--- src/rtl/scs_pkg.sv ---
package scs_pkg;
   localparam int WS_W  = 7;
   localparam int FLT_W = 4;
   localparam int CFG_W = 16;
   localparam int LEN_W = WS_W + 2;

   typedef struct packed {
      logic             early_rd;
      logic             whole_dev;
      logic             wide_bus;
      logic [FLT_W-1:0] float_cyc;
      logic             ws_en;
      logic [WS_W-1:0]  ws_cnt;
   } cs_cfg_t;

   localparam int CFG_USED = $bits(cs_cfg_t);
endpackage

--- src/rtl/scs_cfg_bank.sv ---
module scs_cfg_bank
   import scs_pkg::*;
#(
   parameter int NUM_CS = 8,
   parameter int CSW    = $clog2(NUM_CS)
) (
   input  logic             clk,
   input  logic             rst_n,
   input  logic             wr_en,
   input  logic [CSW-1:0]   wr_idx,
   input  logic [CFG_W-1:0] wr_word,
   output logic [CFG_W-1:0] rd_word,
   input  logic [CSW-1:0]   sel_idx,
   output cs_cfg_t          sel_cfg
);
   if (CFG_USED > CFG_W) begin : g_bad_layout
      $error("configuration fields exceed word width");
   end

   cs_cfg_t cfg_all [NUM_CS];

   for (genvar g = 0; g < NUM_CS; g++) begin : g_cs
      cs_cfg_t q;
      always_ff @(posedge clk or negedge rst_n) begin
         if (!rst_n) begin
            q <= '0;
         end else if (wr_en && (wr_idx == CSW'(g))) begin
            q <= cs_cfg_t'(wr_word[CFG_USED-1:0]);
         end
      end
      assign cfg_all[g] = q;
   end

   cs_cfg_t view;
   always_comb begin
      view = cfg_all[wr_idx];
      if (!view.ws_en) begin
         view.ws_cnt = '0;
      end
   end
   assign rd_word = {{(CFG_W-CFG_USED){1'b0}}, view};
   assign sel_cfg = cfg_all[sel_idx];

   // a written word with wait enable set reads back unchanged (bit 15 cleared)
   assert_readback_R2: assert property (@(posedge clk) disable iff (!rst_n)
      (wr_en && wr_word[7]) |=>
         (!$stable(wr_idx) || rd_word == {1'b0, $past(wr_word[CFG_W-2:0])}));
endmodule

--- src/rtl/scs_pulse_len.sv ---
module scs_pulse_len
   import scs_pkg::*;
(
   input  cs_cfg_t          cfg,
   input  logic             is_write,
   output logic [LEN_W-1:0] len_m1
);
   logic [LEN_W-1:0] tail;
   logic [LEN_W-1:0] len;

   always_comb begin
      tail = cfg.early_rd ? LEN_W'(2) : LEN_W'(1);
      if (cfg.ws_en) begin
         len = LEN_W'({cfg.ws_cnt, 1'b0}) + LEN_W'(2) + (is_write ? '0 : tail);
      end else begin
         len = tail;
      end
      len_m1 = len - LEN_W'(1);
   end
endmodule

--- src/rtl/scs_float_ctr.sv ---
module scs_float_ctr
   import scs_pkg::*;
(
   input  logic             clk,
   input  logic             rst_n,
   input  logic             load,
   input  logic [FLT_W-1:0] load_cyc,
   output logic             bus_free
);
   logic [FLT_W:0] cnt;

   always_ff @(posedge clk or negedge rst_n) begin
      if (!rst_n) begin
         cnt <= '0;
      end else if (load) begin
         cnt <= {load_cyc, 1'b0};
      end else if (cnt != '0) begin
         cnt <= cnt - 1'b1;
      end
   end

   assign bus_free = (cnt == '0);

   // the turnaround counts down one fast period per cycle
   assert_float_count_R11: assert property (@(posedge clk) disable iff (!rst_n)
      (cnt != '0 && !load) |=> (cnt == $past(cnt) - 1'b1));
endmodule

--- src/rtl/static_cs_timing.sv ---
module static_cs_timing
   import scs_pkg::*;
#(
   parameter int NUM_CS = 8,
   parameter int ADDR_W = 16,
   parameter int DATA_W = 16,
   localparam int CSW   = $clog2(NUM_CS),
   localparam int LANES = DATA_W / 8
) (
   input  logic              clk,
   input  logic              rst_n,
   input  logic              cfg_we,
   input  logic [CSW-1:0]    cfg_idx,
   input  logic [CFG_W-1:0]  cfg_wdata,
   output logic [CFG_W-1:0]  cfg_rdata,
   input  logic              req_valid,
   output logic              req_ready,
   input  logic [CSW-1:0]    req_cs,
   input  logic              req_write,
   input  logic [LANES-1:0]  req_be,
   input  logic [ADDR_W-1:0] req_addr,
   input  logic [DATA_W-1:0] req_wdata,
   output logic              done,
   output logic [DATA_W-1:0] rd_data,
   output logic [ADDR_W-1:0] mem_addr,
   output logic [DATA_W-1:0] mem_dout,
   input  logic [DATA_W-1:0] mem_din,
   output logic [NUM_CS-1:0] mem_cs_n,
   output logic              mem_rd_n,
   output logic [LANES-1:0]  mem_we_n,
   output logic [LANES-1:0]  mem_bsel_n
);
   if (DATA_W != 16) begin : g_bad_width
      $error("data bus must be 16 bits (two byte lanes)");
   end
   if (NUM_CS < 2 || NUM_CS > 8) begin : g_bad_cs
      $error("chip-select count must be 2 to 8");
   end

   cs_cfg_t          sel_cfg;
   logic [LEN_W-1:0] len_m1;
   logic             bus_free;

   logic             busy;
   logic [LEN_W-1:0] cnt;
   logic             cur_rd;
   logic             cur_wide;
   logic [FLT_W-1:0] cur_flt;
   logic [CSW-1:0]   last_cs;
   logic [LANES-1:0] nxt_we_n;
   logic [LANES-1:0] nxt_bsel_n;
   logic             accept;
   logic             finish;

   scs_cfg_bank #(.NUM_CS(NUM_CS), .CSW(CSW)) u_cfg (
      .clk     (clk),
      .rst_n   (rst_n),
      .wr_en   (cfg_we),
      .wr_idx  (cfg_idx),
      .wr_word (cfg_wdata),
      .rd_word (cfg_rdata),
      .sel_idx (req_cs),
      .sel_cfg (sel_cfg)
   );

   scs_pulse_len u_len (
      .cfg      (sel_cfg),
      .is_write (req_write),
      .len_m1   (len_m1)
   );

   assign finish = busy && (cnt == '0);

   scs_float_ctr u_float (
      .clk      (clk),
      .rst_n    (rst_n),
      .load     (finish),
      .load_cyc (cur_flt),
      .bus_free (bus_free)
   );

   assign req_ready = !busy && (bus_free || (req_cs == last_cs));
   assign accept    = req_valid && req_ready;

   for (genvar l = 0; l < LANES; l++) begin : g_lane
      if (l == 0) begin : g_low
         assign nxt_we_n[l] = !(req_write &&
            (!sel_cfg.wide_bus || sel_cfg.whole_dev || req_be[l]));
      end else begin : g_high
         assign nxt_we_n[l] = !(req_write && sel_cfg.wide_bus &&
            !sel_cfg.whole_dev && req_be[l]);
      end
      assign nxt_bsel_n[l] = !(sel_cfg.wide_bus && sel_cfg.whole_dev && req_be[l]);
   end

   always_ff @(posedge clk or negedge rst_n) begin
      if (!rst_n) begin
         busy       <= 1'b0;
         cnt        <= '0;
         cur_rd     <= 1'b0;
         cur_wide   <= 1'b0;
         cur_flt    <= '0;
         last_cs    <= '0;
         mem_cs_n   <= '1;
         mem_rd_n   <= 1'b1;
         mem_we_n   <= '1;
         mem_bsel_n <= '1;
         mem_addr   <= '0;
         mem_dout   <= '0;
         done       <= 1'b0;
         rd_data    <= '0;
      end else begin
         done <= 1'b0;
         if (busy) begin
            if (cnt == '0) begin
               busy       <= 1'b0;
               mem_cs_n   <= '1;
               mem_rd_n   <= 1'b1;
               mem_we_n   <= '1;
               mem_bsel_n <= '1;
               done       <= 1'b1;
               if (cur_rd) begin
                  rd_data <= cur_wide ? mem_din : {{(DATA_W-8){1'b0}}, mem_din[7:0]};
               end
            end else begin
               cnt <= cnt - 1'b1;
            end
         end else if (accept) begin
            busy       <= 1'b1;
            cnt        <= len_m1;
            cur_rd     <= !req_write;
            cur_wide   <= sel_cfg.wide_bus;
            cur_flt    <= sel_cfg.float_cyc;
            last_cs    <= req_cs;
            mem_cs_n   <= ~(NUM_CS'(1) << req_cs);
            mem_rd_n   <= req_write;
            mem_we_n   <= nxt_we_n;
            mem_bsel_n <= nxt_bsel_n;
            mem_addr   <= req_addr;
            mem_dout   <= req_wdata;
         end
      end
   end

   // never more than one chip select active
   assert_one_cs_R6: assert property (@(posedge clk) disable iff (!rst_n)
      $countones(~mem_cs_n) <= 1);
   // any strobe or lane select only inside a chip-select window
   assert_strobe_in_cs_R6: assert property (@(posedge clk) disable iff (!rst_n)
      (!mem_rd_n || mem_we_n != '1 || mem_bsel_n != '1) |-> (mem_cs_n != '1));
   // completion pulse lasts one cycle
   assert_done_single_R10: assert property (@(posedge clk) disable iff (!rst_n)
      done |=> !done);
   // no acceptance while an access is on the bus
   assert_busy_blocks_R13: assert property (@(posedge clk) disable iff (!rst_n)
      (mem_cs_n != '1) |-> !req_ready);
   // an accepted request opens its chip select on the next cycle
   assert_accept_starts_R13: assert property (@(posedge clk) disable iff (!rst_n)
      (req_valid && req_ready) |=> (mem_cs_n != '1));
endmodule

--- config.mk ---
export PLATFORM = sky130hd
export DESIGN_NAME = static_cs_timing
export DESIGN_NICKNAME = d
export VERILOG_FILES = /design/src/rtl/scs_pkg.sv /design/src/rtl/scs_cfg_bank.sv /design/src/rtl/scs_pulse_len.sv /design/src/rtl/scs_float_ctr.sv /design/src/rtl/static_cs_timing.sv
export SDC_FILE = /design/constraint.sdc
export NUM_CORES = 1
export LEC_CHECK = 0
export BUFFER_PORTS_ARGS = -buffer_cell sky130_fd_sc_hd__buf_4
export CAP_MARGIN = 15
export CORE_ASPECT_RATIO = 1.25
export CORE_MARGIN = 8
export CORE_UTILIZATION = 50
export CTS_CLUSTER_SIZE = 14
export DETAILED_ROUTE_END_ITERATION = 8
export PLACE_DENSITY_LB_ADDON = 0.12
export SLEW_MARGIN = 30
export SYNTH_ARGS = -nofsm -noshare
export SYNTH_HDL_FRONTEND = slang
export SYNTH_HIERARCHICAL = 1
export SYNTH_SLANG_ARGS = --single-unit
--- constraint.sdc ---
create_clock -name clk -period 3.2 [get_ports clk]
set_clock_uncertainty 0.05 [all_clocks]
set_input_delay 0.16 -clock clk [delete_from_list [all_inputs] [get_ports clk]]
set_output_delay 0.16 -clock clk [all_outputs]
set_load 0.02 [all_outputs]
==> results of run 1 <==
==> worst max-delay path: cells and delay by family (launching register included) <==
family,cells,cell delay [ns]
AND/OR/NAND/NOR,2,0.34
adder cells (fa/ha/maj),3,0.55
XOR/XNOR,1,0.19
multiplexers,3,0.97
AO/OA/AOI/OAI,3,0.41
buffers and inverters,1,0.04
flip-flops,1,0.40
==> through the flow <==
stage	TNS [ns]	hold WS, ns	power, mW	instances
5_1_grt	-0.00191	0.128	10.4	1246
3_5_place_dp	0	0.130	7.26	1139
4_1_cts	0	0.104	9.92	1246
6_report	0	0.115	9.84	1246
3_3_place_gp	0	0.116	7.09	1139
2_1_floorplan	0	-0.186	6.06	738
==> synthesized netlist by cell type (all sizes together), types with 3 or more instances <==
master	n	area, um^2
a41oi	4	42.6
xor2	4	35.0
ha	6	75.1
and2	5	31.3
mux2i	14	153
mux2	192	2170
inv	14	52.6
mux4	60	1390
nor3b	3	45.1
o21a	3	22.5
nand4b	3	45.0
a21oi	8	40.0
a22oi	3	22.5
dfstp	13	342
nand3	4	20.0
clkbuf	16	60.1
a31oi	14	87.6
nor3	7	51.3
buf	35	258
or3	4	25.0
nand2b	4	27.5
xnor2	13	114
a211oi	15	118
o31ai	4	30.0
o21ai	16	83.8
nor2	16	60.1
nand2	35	131
nor4	7	58.8
nor2b	5	31.3
dfrtp	193	4830
==> power by group through the flow <==
| stage | sequential, mW | combinational, mW | clock [mW] |
|---|---|---|---|
| 4_1_cts | 3.88 | 3.41 | 2.63 |
| 2_1_floorplan | 4.05 | 2.01 | 0 |
| 5_1_grt | 3.99 | 3.68 | 2.73 |
| 3_5_place_dp | 3.93 | 3.32 | 0 |
| 3_3_place_gp | 3.85 | 3.24 | 0 |
| 6_report | 3.89 | 3.40 | 2.56 |
==> layer usage <==
metal	wire [um]	GRT usage [%]	vias up
met5	0	0	-
met3	1820	3.64	27
met2	13200	35.1	231
met1	11300	26.5	3667
li1	-	-	3234
met4	373	4.73	0
==> layout make-up <==
type,instances,area [um^2]
inverter,15,56.3
fill,1523,7350
sequential,206,5170
clock inverter,4,47.5
timing repair buffer,246,2060
clock buffer,35,691
multi-input combinational,466,5100
tap,274,343
==> logic make-up (layout without fill, tap and decap cells) <==
logic type	count (synthesis)	in the layout	synth area share (%)
mux	266	266	34.9
flops	206	206	48.7
simple gates	101	101	5.78
compound gates	75	75	4.94
buf+inv	66	300	3.52
xor+xnor	17	17	1.40
fa+ha+maj	6	6	0.707
other cells	1	1	0.0353
==> worst paths after layout <==
path                                                     from                        endpoint  slack [ns]  cells after the start
worst min register to register        rd_data[15]$_DFFE_PN0P_         rd_data[15]$_DFFE_PN0P_        0.43                      2
worst max-delay path            u_cfg/cfg_all[14]$_DFFE_PN0P_              cnt[7]$_DFFE_PN0P_        0.17                     13
min in group asynchronous                               rst_n          rd_data[2]$_DFFE_PN0P_        0.16                      2
worst min-delay path                                   cfg_we   u_cfg/cfg_all[54]$_DFFE_PN0P_        0.12                      4
max in group asynchronous                               rst_n  u_cfg/cfg_all[108]$_DFFE_PN0P_        1.95                      3
worst max register to register  u_cfg/cfg_all[14]$_DFFE_PN0P_              cnt[7]$_DFFE_PN0P_        0.17                     13
==> flip-flops by register name (all words and copies together), names as in the netlist, 2 cells and up <==
name and count:
u_float/cnt 5, rd_data 16, mem_cs_n 8, mem_dout 16
mem_bsel_n 2, cnt 9, cur_flt 4, mem_we_n 2
mem_addr 16, last_cs 3, u_cfg/cfg_all 120
==> what timing repair did <==
action | 4_1_cts | 5_1_grt
endpoints found under the hold margin | 231 | 0
hold buffers | 68 | 0
setup endpoints to repair | 0 | 4
resized for setup | 0 | 4
==> out/metrics.cfg, run 1 <==
[global_routing]
grt_overflow = 0
grt.total_usage_pct = 20.4
antenna_found_initial = 0
grt_pass1_vias = 7747
grt_pass1_wl_mm = 43.0
grt_max_degree = 77

[worst_setup_path]
path_cells = mux4_2, mux2_2, nand2b_1, ha_1, inv_1, ha_1, ha_2, xnor2_2, o2111ai_2, nor3_1, mux2i_1, a31oi_1, a22oi_1
arrival_ns = 3.39
cp_slowest_stage_delay_ns = 0.46
slowest_stage = mux4_2
worstSetupEndpointType = flip-flop
critPathLaunchType = flip-flop
cp_max_fo = 3
required_ns = 3.56
cp_common_cell = ha_1
critical_path_class = flip-flop to flip-flop

[floorplan]
die_area_um2 = 26200
die_x_um = 146
die_height_um = 179
initial_core_util_pct = 51.0
fp-row-count = 59
io-pin-count = 156
core_area_um2 = 20800

[sta]
relSlewSlack_pct = 48.9
post-route-period-util_pct = 94.8
setup_viol = 0
worst_pin_slew_ns = 0.763
fin_crit_ns = 3.03
finalWorstSetupSlack_ns = 0.167
fmax_mhz = 330
final-max-slew-violation-count = 0
final-hold-violation-count = 0

[routing]
wire_per_inst_um = 21.4
routed_wl_mm = 26.6
routed-via-count = 7159
drc = 0
detail_route.first_pass.iterations = 4
ant_nets = 0
vias_per_cell = 5.75
drt_iter0_drc = 352

[cts]
cts_tree = built
ctsHtreeMaxLevel = 1
cts_root_buf = clkbuf_16
clk_pin_slew_ns = 0.06
cts_setup_buffers = 0
cts_buffer_depth = 3
cts_buffers = 22
insertion_delay_ns = 0.50
clock_sinks = 206

[power]
p_switching_mw = 3.15
seqPwrFrac_pct = 39.5
irDropWorstVdd_mv = 0.455
leakagePower_nw = 5.94
cellPowerDensity_nw_per_um2 = 731
p_sw_share_pct = 32.0
clockPowerShare_pct = 26.0
p_comb_share_pct = 34.5
p_int_mw = 6.69

[logic_synthesis]
ys.flop_type = dfrtp_1
ys_seq_area_share_pct = 48.7
yosys.cell_types.count = 64
avgSynthCellArea_um2 = 14.4
syn_nets = 821
yosysWarnings = 6
synth_seq_cells = 206
synth-edff-count = 0
syn_area_um2 = 10600
synthCells = 738
synthArstFlopShare_pct = 100

[final_layout]
drive_gt1_share_pct = 50.2
area_growth_pct = 26.8
diodes = 0
final_nets = 1040
final_cell_area_um2 = 13500
mostFrequentLayoutCells = 193 x dfrtp_1, 189 x mux2_2, 174 x buf_4, 68 x dlygate4sd3_1, 49 x mux4_2
final_common_cell = dfrtp_1
fin_util_pct = 64.7

[placed_design]
place_hpwl_mm = 17.7
place_ws_ns = 0.0745
port_buffers = 153
placed_area_um2 = 12000
gp_congestion = 0.803

[status]
status = finished, final reports clean

[run]
cap_violations = 0

[worst_hold_path]
hold_class = primary input to flip-flop

(Power assumes the default switching activity.)
==> inputs of run 2 (changes only) <==
==> constraint.sdc (replaced) <==
create_clock -name clk -period 3.2 [get_ports clk]
set_clock_uncertainty 0.05 [all_clocks]
set_input_delay 0.64 -clock clk [delete_from_list [all_inputs] [get_ports clk]]
set_output_delay 0.64 -clock clk [all_outputs]
set_load 0.02 [all_outputs]
==> run 2 against run 1 <==
  * Count of clock-buffer cells in the layout is 3 lower
  * Largest cell class unchanged
  * Worst hold slack worse by 0.037 ns
  * Setup slack better by 0.058 ns
  * Largest power group unchanged
  * Flip-flop and latch count stayed put
==> out/metrics.cfg, run 2 (synthesis gave the netlist of run 1 again) <==
[status]
status = finished, final reports clean  ; unchanged

[routing]
routed_wl_mm = 26.0  ; was 26.6 mm
vias_per_cell = 5.80  ; was 5.75
routed-via-count = 6966  ; was 7159
drt_iter0_drc = 363  ; was 352
drc = 0  ; unchanged
wire_per_inst_um = 21.6  ; was 21.4 um
detail_route.first_pass.iterations = 4  ; unchanged
ant_nets = 0  ; unchanged

[placed_design]
place_hpwl_mm = 18.8  ; was 17.7 mm
gp_congestion = 0.814  ; was 0.803
port_buffers = 153  ; unchanged
placed_area_um2 = 12300  ; was 12000 um^2

[sta]
fin_crit_ns = 2.98  ; was 3.03 ns
rsz0062_at_grt = false
final-max-slew-violation-count = 0  ; unchanged
worst_pin_slew_ns = 0.571  ; was 0.763 ns
setup_viol = 0  ; unchanged
post-route-period-util_pct = 93.0  ; was 94.8%
final-hold-violation-count = 0  ; unchanged
whs_ns = 0.0777  ; was 0.115 ns
fmax_mhz = 336  ; was 330 MHz
relSlewSlack_pct = 62.0  ; was 48.9%

[global_routing]
antenna_found_initial = 0  ; unchanged
grt_max_degree = 71  ; was 77
grt_pass1_wl_mm = 42.1  ; was 43.0 mm
grt_pass1_vias = 7636  ; was 7747
grt.total_usage_pct = 20.0  ; was 20.4%
grt_overflow = 0  ; unchanged

[cts]
ctsHtreeMaxLevel = 1  ; unchanged
cts_setup_buffers = 0  ; unchanged
cts_buffer_depth = 3  ; unchanged
clock_sinks = 206  ; unchanged
clk_pin_slew_ns = 0.06  ; about the same
insertion_delay_ns = 0.51  ; was 0.50 ns
cts_buffers = 22  ; unchanged
cts_tree = built  ; unchanged
cts_root_buf = clkbuf_16  ; unchanged

[worst_setup_path]
path_cells = mux4_2, mux2_2, nand2b_1, ha_1, inv_1, ha_1, ha_4, xnor2_4, o2111ai_4, nor3_2, mux2i_1, a31oi_1, a22oi_1  ; was mux4_2, mux2_2, nand2b_1, ha_1, inv_1, ha_1, ha_2, xnor2_2, o2111ai_2, nor3_1, mux2i_1, a31oi_1, a22oi_1
slowest_stage = mux4_2  ; unchanged
reg2reg_to = cnt[7]$_DFFE_PN0P_  ; unchanged
r2r-start = u_cfg/cfg_all[14]$_DFFE_PN0P_  ; unchanged
critical_path_class = flip-flop to flip-flop  ; unchanged
arrival_ns = 3.35  ; was 3.39 ns
critPathTopFamily = multiplexers  ; unchanged
reg2reg_depth = 13  ; unchanged
cp_max_fo = 3  ; unchanged
cp.buffers_inverters = 1  ; unchanged
critPathLaunchType = flip-flop  ; unchanged
cp_slowest_stage_delay_ns = 0.47  ; was 0.46 ns
worstSetupEndpointType = flip-flop  ; unchanged
crit_start = u_cfg/cfg_all[14]$_DFFE_PN0P_  ; unchanged
required_ns = 3.57  ; was 3.56 ns
cp_common_cell = ha_1  ; unchanged
r2r_setup_slack_ns = 0.22  ; was 0.17 ns

[floorplan]
io-pin-count = 156  ; unchanged
die_area_um2 = 26200  ; unchanged
core_area_um2 = 20800  ; unchanged
initial_core_util_pct = 51.0  ; unchanged
die_x_um = 146  ; unchanged
die_height_um = 179  ; unchanged
fp-row-count = 59  ; unchanged

[run]
cap_violations = 0  ; unchanged

[final_layout]
mostFrequentLayoutCells = 193 x dfrtp_1, 191 x buf_4, 189 x mux2_2, 49 x mux4_2, 35 x nand2_1  ; was 193 x dfrtp_1, 189 x mux2_2, 174 x buf_4, 68 x dlygate4sd3_1, 49 x mux4_2
area_growth_pct = 23.0  ; was 26.8%
largest_reg_flops = 120  ; unchanged
final_common_cell = dfrtp_1  ; unchanged
final_cell_area_um2 = 13100  ; was 13500 um^2
drive_gt1_share_pct = 55.3  ; was 50.2%
final_nets = 994  ; was 1040

[power]
leakagePower_nw = 5.78  ; was 5.94 nW
irDropWorstVdd_mv = 0.431  ; was 0.455 mV
cellPowerDensity_nw_per_um2 = 757  ; was 731 nW/um^2
power_mw = 9.88  ; was 9.84 mW

[worst_hold_path]
hold_class = primary input to async pin  ; was primary input to flip-flop

## run 2: cell count changes in the layout (fill, tap and decap cells not counted), sizes merged
cell,change
dlygate4sd3,-68
buf,+22
clkbuf,-3
clkinv,+2
bufinv,+1
clkinvlp,+1
diode,+1
## run 2: per-stage QoR
step	setup slack (ns)	setup TNS, ns	cells	utilization, %
floorplan	-0.00432	-0.00432	738	-
global placement	-0.164	-0.517	1161	59.2
detailed placement	-0.252	-0.753	1161	59.2
CTS	0.191	0	1201	62.7
global route	0.00351	0	1201	62.7
finish	0.224	0	1202	62.8
## run 2: how the worst max path moves through the flow
stage | end | cells after the start
floorplan | cnt[7]$_DFFE_PN0P_ | 14
global placement | cnt[7]$_DFFE_PN0P_ | 14
detailed placement | cnt[7]$_DFFE_PN0P_ | 14
CTS | cnt[7]$_DFFE_PN0P_ | 13
global route | cnt[7]$_DFFE_PN0P_ | 13
finish | cnt[7]$_DFFE_PN0P_ | 13
## run 2: layout make-up
cell class	count	area [um^2]
fillers	1606	7750
well taps	274	343
clock inverters	8	106
multi-input cells	466	5150
flip-flops and latches	206	5170
diodes	1	2.50
clock buffers	32	628
repair buffers	200	1610
inverters	15	56.3
## run 2: power breakdown
| part | internal (mW) | total (mW) | switching, mW |
|---|---|---|---|
| sequential | 3.37 | 3.91 | 0.548 |
| combinational | 1.80 | 3.41 | 1.61 |
| clock | 1.53 | 2.56 | 1.03 |
## run 2: timing repair
item	4_1_cts	5_1_grt
endpoints found under the setup margin	0	1
resized for setup	0	1
hold buffers	0	0
## run 2: metal layers
| metal | track usage [%] | part of all wire, % | vias up |
|---|---|---|---|
| li1 | - | - | 3139 |
| met1 | 25.2 | 41 | 3596 |
| met2 | 34.7 | 51 | 195 |
| met3 | 3.79 | 6.2 | 36 |
| met4 | 5.59 | 1.8 | 0 |
| met5 | 0 | 0 | - |
==> inputs of run 3 (changes only) <==
- CELL_PAD_IN_SITES_DETAIL_PLACEMENT: not set -> 1
- CELL_PAD_IN_SITES_GLOBAL_PLACEMENT: not set -> 2
- CORE_UTILIZATION: 50 -> 39
- SYNTH_HIERARCHICAL: 1 -> not set
- clock period: 3.2 -> 3.3 ns (I/O delays scaled with it)
==> run 3 against run 2 <==
  * Cell count rose by 12%
  * Via count increased by 1.4%
  * Register-to-register slack got worse by 0.08 ns
  * Largest power group unchanged
  * Utilization decreased by 13 points
  * Synthesized area down 4.7%
  * Largest cell class unchanged
==> out/metrics.cfg, run 3 <==
[logic_synthesis]
synth_common_cells = 193 x dfrtp_1, 143 x mux2_2, 142 x nand2_1, 58 x mux4_2, 42 x nor2_1  ; was 193 x dfrtp_1, 189 x mux2_2, 49 x mux4_2, 35 x nand2_1
yosysTopAreaCellShare_pct = 47.7  ; was 45.5%
synth_seq_cells = 206  ; unchanged
synth_area_leaders = dfrtp_1 48%, mux2_2 16%, mux4_2 13%, nand2_1 5.3%, dfstp_2 3.4%  ; was dfrtp_1 45%, mux2_2 20%, mux4_2 10%, dfstp_2 3.2%, mux4_1 2.5%
synth_most_common_cell = dfrtp_1  ; unchanged
synthArstFlopShare_pct = 100  ; unchanged
yosysWarnings = 0  ; was 6
yosysTopAreaCell = dfrtp_1  ; unchanged
ys_seq_area_share_pct = 51.1  ; was 48.7%
avgSynthCellArea_um2 = 12.8  ; was 14.4 um^2
ys.flop_type = dfrtp_1  ; unchanged
yosys.cell_types.count = 52  ; was 64
syn_area_um2 = 10100  ; was 10600 um^2
synth-edff-count = 0  ; unchanged
synthCells = 792  ; was 738
syn_nets = 875  ; was 821

[floorplan]
core_area_um2 = 25800  ; was 20800 um^2
initial_core_util_pct = 39.3  ; was 51.0%
fp-row-count = 66  ; was 59
die_area_um2 = 31400  ; was 26200 um^2
io-pin-count = 156  ; unchanged
die_height_um = 196  ; was 179 um
die_x_um = 160  ; was 146 um

[sta]
fmax_mhz = 313
fin_crit_ns = 3.20
finalWorstSetupSlack_ns = 0.105  ; was 0.224 ns
final-hold-violation-count = 0  ; unchanged
worst_pin_slew_ns = 0.751  ; was 0.571 ns
relSlewSlack_pct = 50.0  ; was 62.0%
rsz0062_at_grt = true  ; was false
final-max-slew-violation-count = 0  ; unchanged
whs_ns = 0.173  ; was 0.0777 ns
setup_viol = 0  ; unchanged
post-route-period-util_pct = 96.8

[global_routing]
grt_pass1_wl_mm = 46.3  ; was 42.1 mm
grt_overflow = 0  ; unchanged
grt_max_degree = 93  ; was 71
grt_pass1_vias = 8086  ; was 7636
antenna_found_initial = 0  ; unchanged
grt.total_usage_pct = 18.3  ; was 20.0%

[final_layout]
final_nets = 1070  ; was 994
largest_reg_flops = 120  ; unchanged
final_cell_area_um2 = 12900  ; was 13100 um^2
mostFrequentLayoutCells = 215 x buf_4, 193 x dfrtp_1, 142 x mux2_2, 140 x nand2_1, 58 x mux4_2  ; was 193 x dfrtp_1, 191 x buf_4, 189 x mux2_2, 49 x mux4_2, 35 x nand2_1
fill_cells = 2688  ; was 1606
finalNonFillerCells = 1344  ; was 1202
final_common_cell = buf_4  ; was dfrtp_1
area_growth_pct = 27.0  ; was 23.0%
drive_gt1_share_pct = 48.7  ; was 55.3%
diodes = 0  ; was 1

[cts]
ctsHtreeMaxLevel = 1  ; unchanged
cts_root_buf = clkbuf_16  ; unchanged
clock_sinks = 206  ; unchanged
cts_tree = built  ; unchanged
cts_buffers = 23  ; was 22
clk_pin_slew_ns = 0.06  ; about the same
cts_buffer_depth = 3  ; unchanged
insertion_delay_ns = 0.50  ; was 0.51 ns

[routing]
detail_route.first_pass.iterations = 4  ; unchanged
drt_iter0_drc = 256  ; was 363
routed_wl_mm = 28.4  ; was 26.0 mm
routed-via-count = 7062  ; was 6966
ant_nets = 0  ; unchanged
drc = 0  ; unchanged
vias_per_cell = 5.25  ; was 5.80
wire_per_inst_um = 21.2  ; was 21.6 um

[placed_design]
placed_area_um2 = 12000  ; was 12300 um^2
dp.cells = 1298  ; was 1161
port_buffers = 153  ; unchanged
gp_congestion = 0.817  ; was 0.814
place_ws_ns = -0.393  ; was -0.252 ns
place_hpwl_mm = 20.8  ; was 18.8 mm

[power]
power_mw = 10.1  ; was 9.88 mW
cellPowerDensity_nw_per_um2 = 786  ; was 757 nW/um^2
leakagePower_nw = 5.77  ; was 5.78 nW
irDropWorstVdd_mv = 0.461  ; was 0.431 mV

[status]
status = finished, final reports clean  ; unchanged

[worst_setup_path]
arrival_ns = 2.49  ; was 3.35 ns
cp.buffers_inverters = 3  ; was 1
slowest_stage = mux4_2  ; unchanged
required_ns = 2.59  ; was 3.57 ns
critical_path_class = primary input to output port  ; was flip-flop to flip-flop
cp_slowest_stage_delay_ns = 0.56  ; was 0.47 ns
cp_common_cell = buf_4  ; was ha_1
cp_max_fo = 18  ; was 3
worstSetupEndpointType = output port  ; was flip-flop
path_cells = buf_4, mux4_2, mux2i_1, buf_4, nor2_1, buf_4  ; was mux4_2, mux2_2, nand2b_1, ha_1, inv_1, ha_1, ha_4, xnor2_4, o2111ai_4, nor3_2, mux2i_1, a31oi_1, a22oi_1
critPathTopFamily = multiplexers  ; unchanged
critPathLaunchType = primary input  ; was flip-flop

[worst_hold_path]
hold_class = primary input to async pin  ; unchanged

[run]
cap_violations = 0  ; unchanged

run 3: cell types whose count changed after synthesis, sizes merged, moves of 11 or more:
cell / previous run / this run
nor2: 16 / 42
mux2: 192 / 146
buf: 35 / 22
nand2: 35 / 142
clkbuf: 16 / 27
a211oi: 15 / 1
run 3: area by class of cell:
type | count | area [um^2] | area share (%)
clock buffer | 38 | 692 | 5.38
timing repair buffer | 219 | 1690 | 13.1
sequential | 206 | 5170 | 40.2
clock inverter | 4 | 52.6 | 0.409
tap | 340 | 425 | 3.31
inverter | 8 | 30.0 | 0.234
multi-input combinational | 529 | 4800 | 37.3
run 3: power by group:
| part | total (mW) | switching, mW | internal [mW] |
|---|---|---|---|
| Clock | 2.51 | 1.00 | 1.51 |
| Combinational | 3.66 | 1.82 | 1.85 |
| Sequential | 3.94 | 0.580 | 3.36 |
| Total | 10.1 | 3.40 | 6.71 |
run 3: per-stage QoR:
| step | TNS (ns) | util, % |
|---|---|---|
| after floorplan | -0.275 | - |
| after global placement | -0.671 | 46.7 |
| after detailed placement | -0.806 | 46.7 |
| after CTS | 0 | 49.6 |
| after global routing | -0.0331 | 49.9 |
| final | 0 | 49.9 |
run 3: cell families after synthesis:
group	synth area share, %
multiplexers	31.2
XOR/XNOR	1.47
adder cells (fa/ha/maj)	0.741
AO/OA/AOI/OAI	4.18
other	0.0370
AND/OR/NAND/NOR	8.82
buffers and inverters	2.50
flip-flops	51.1
run 3: path summary, 6_finish.rpt:
path                                               start                            end  slack, ns  depth (start not counted)
min reg2reg                     mem_addr[10]$_DFFE_PN0P_       mem_addr[10]$_DFFE_PN0P_       0.43                          2
max reg2reg                u_cfg.cfg_all[59]$_DFFE_PN0P_             cnt[8]$_DFFE_PN0P_       0.14                         15
max in group asynchronous                          rst_n  u_cfg.cfg_all[70]$_DFFE_PN0P_       2.19                          2
max                                           cfg_idx[0]                   cfg_rdata[3]       0.10                          6
min                                                rst_n        rd_data[10]$_DFFE_PN0P_       0.17                          1
min in group clk                               req_be[1]      mem_bsel_n[1]$_DFFE_PN1P_       0.26                          2
run 3: timing repair:
action / in CTS / in global routing
hold buffers: 0 / 0
setup buffers: 0 / 4
gates resized for setup: 0 / 13
endpoints found under the setup margin: 0 / 1
run 3: routing by layer:
layer  vias up  routed length, um  track usage, %
li1       3222                  -               -
met1      3634              12200            23.2
met2       168              14500            32.2
met3        38               1140            2.75
met4         0                580            4.54
met5         -                  0               0
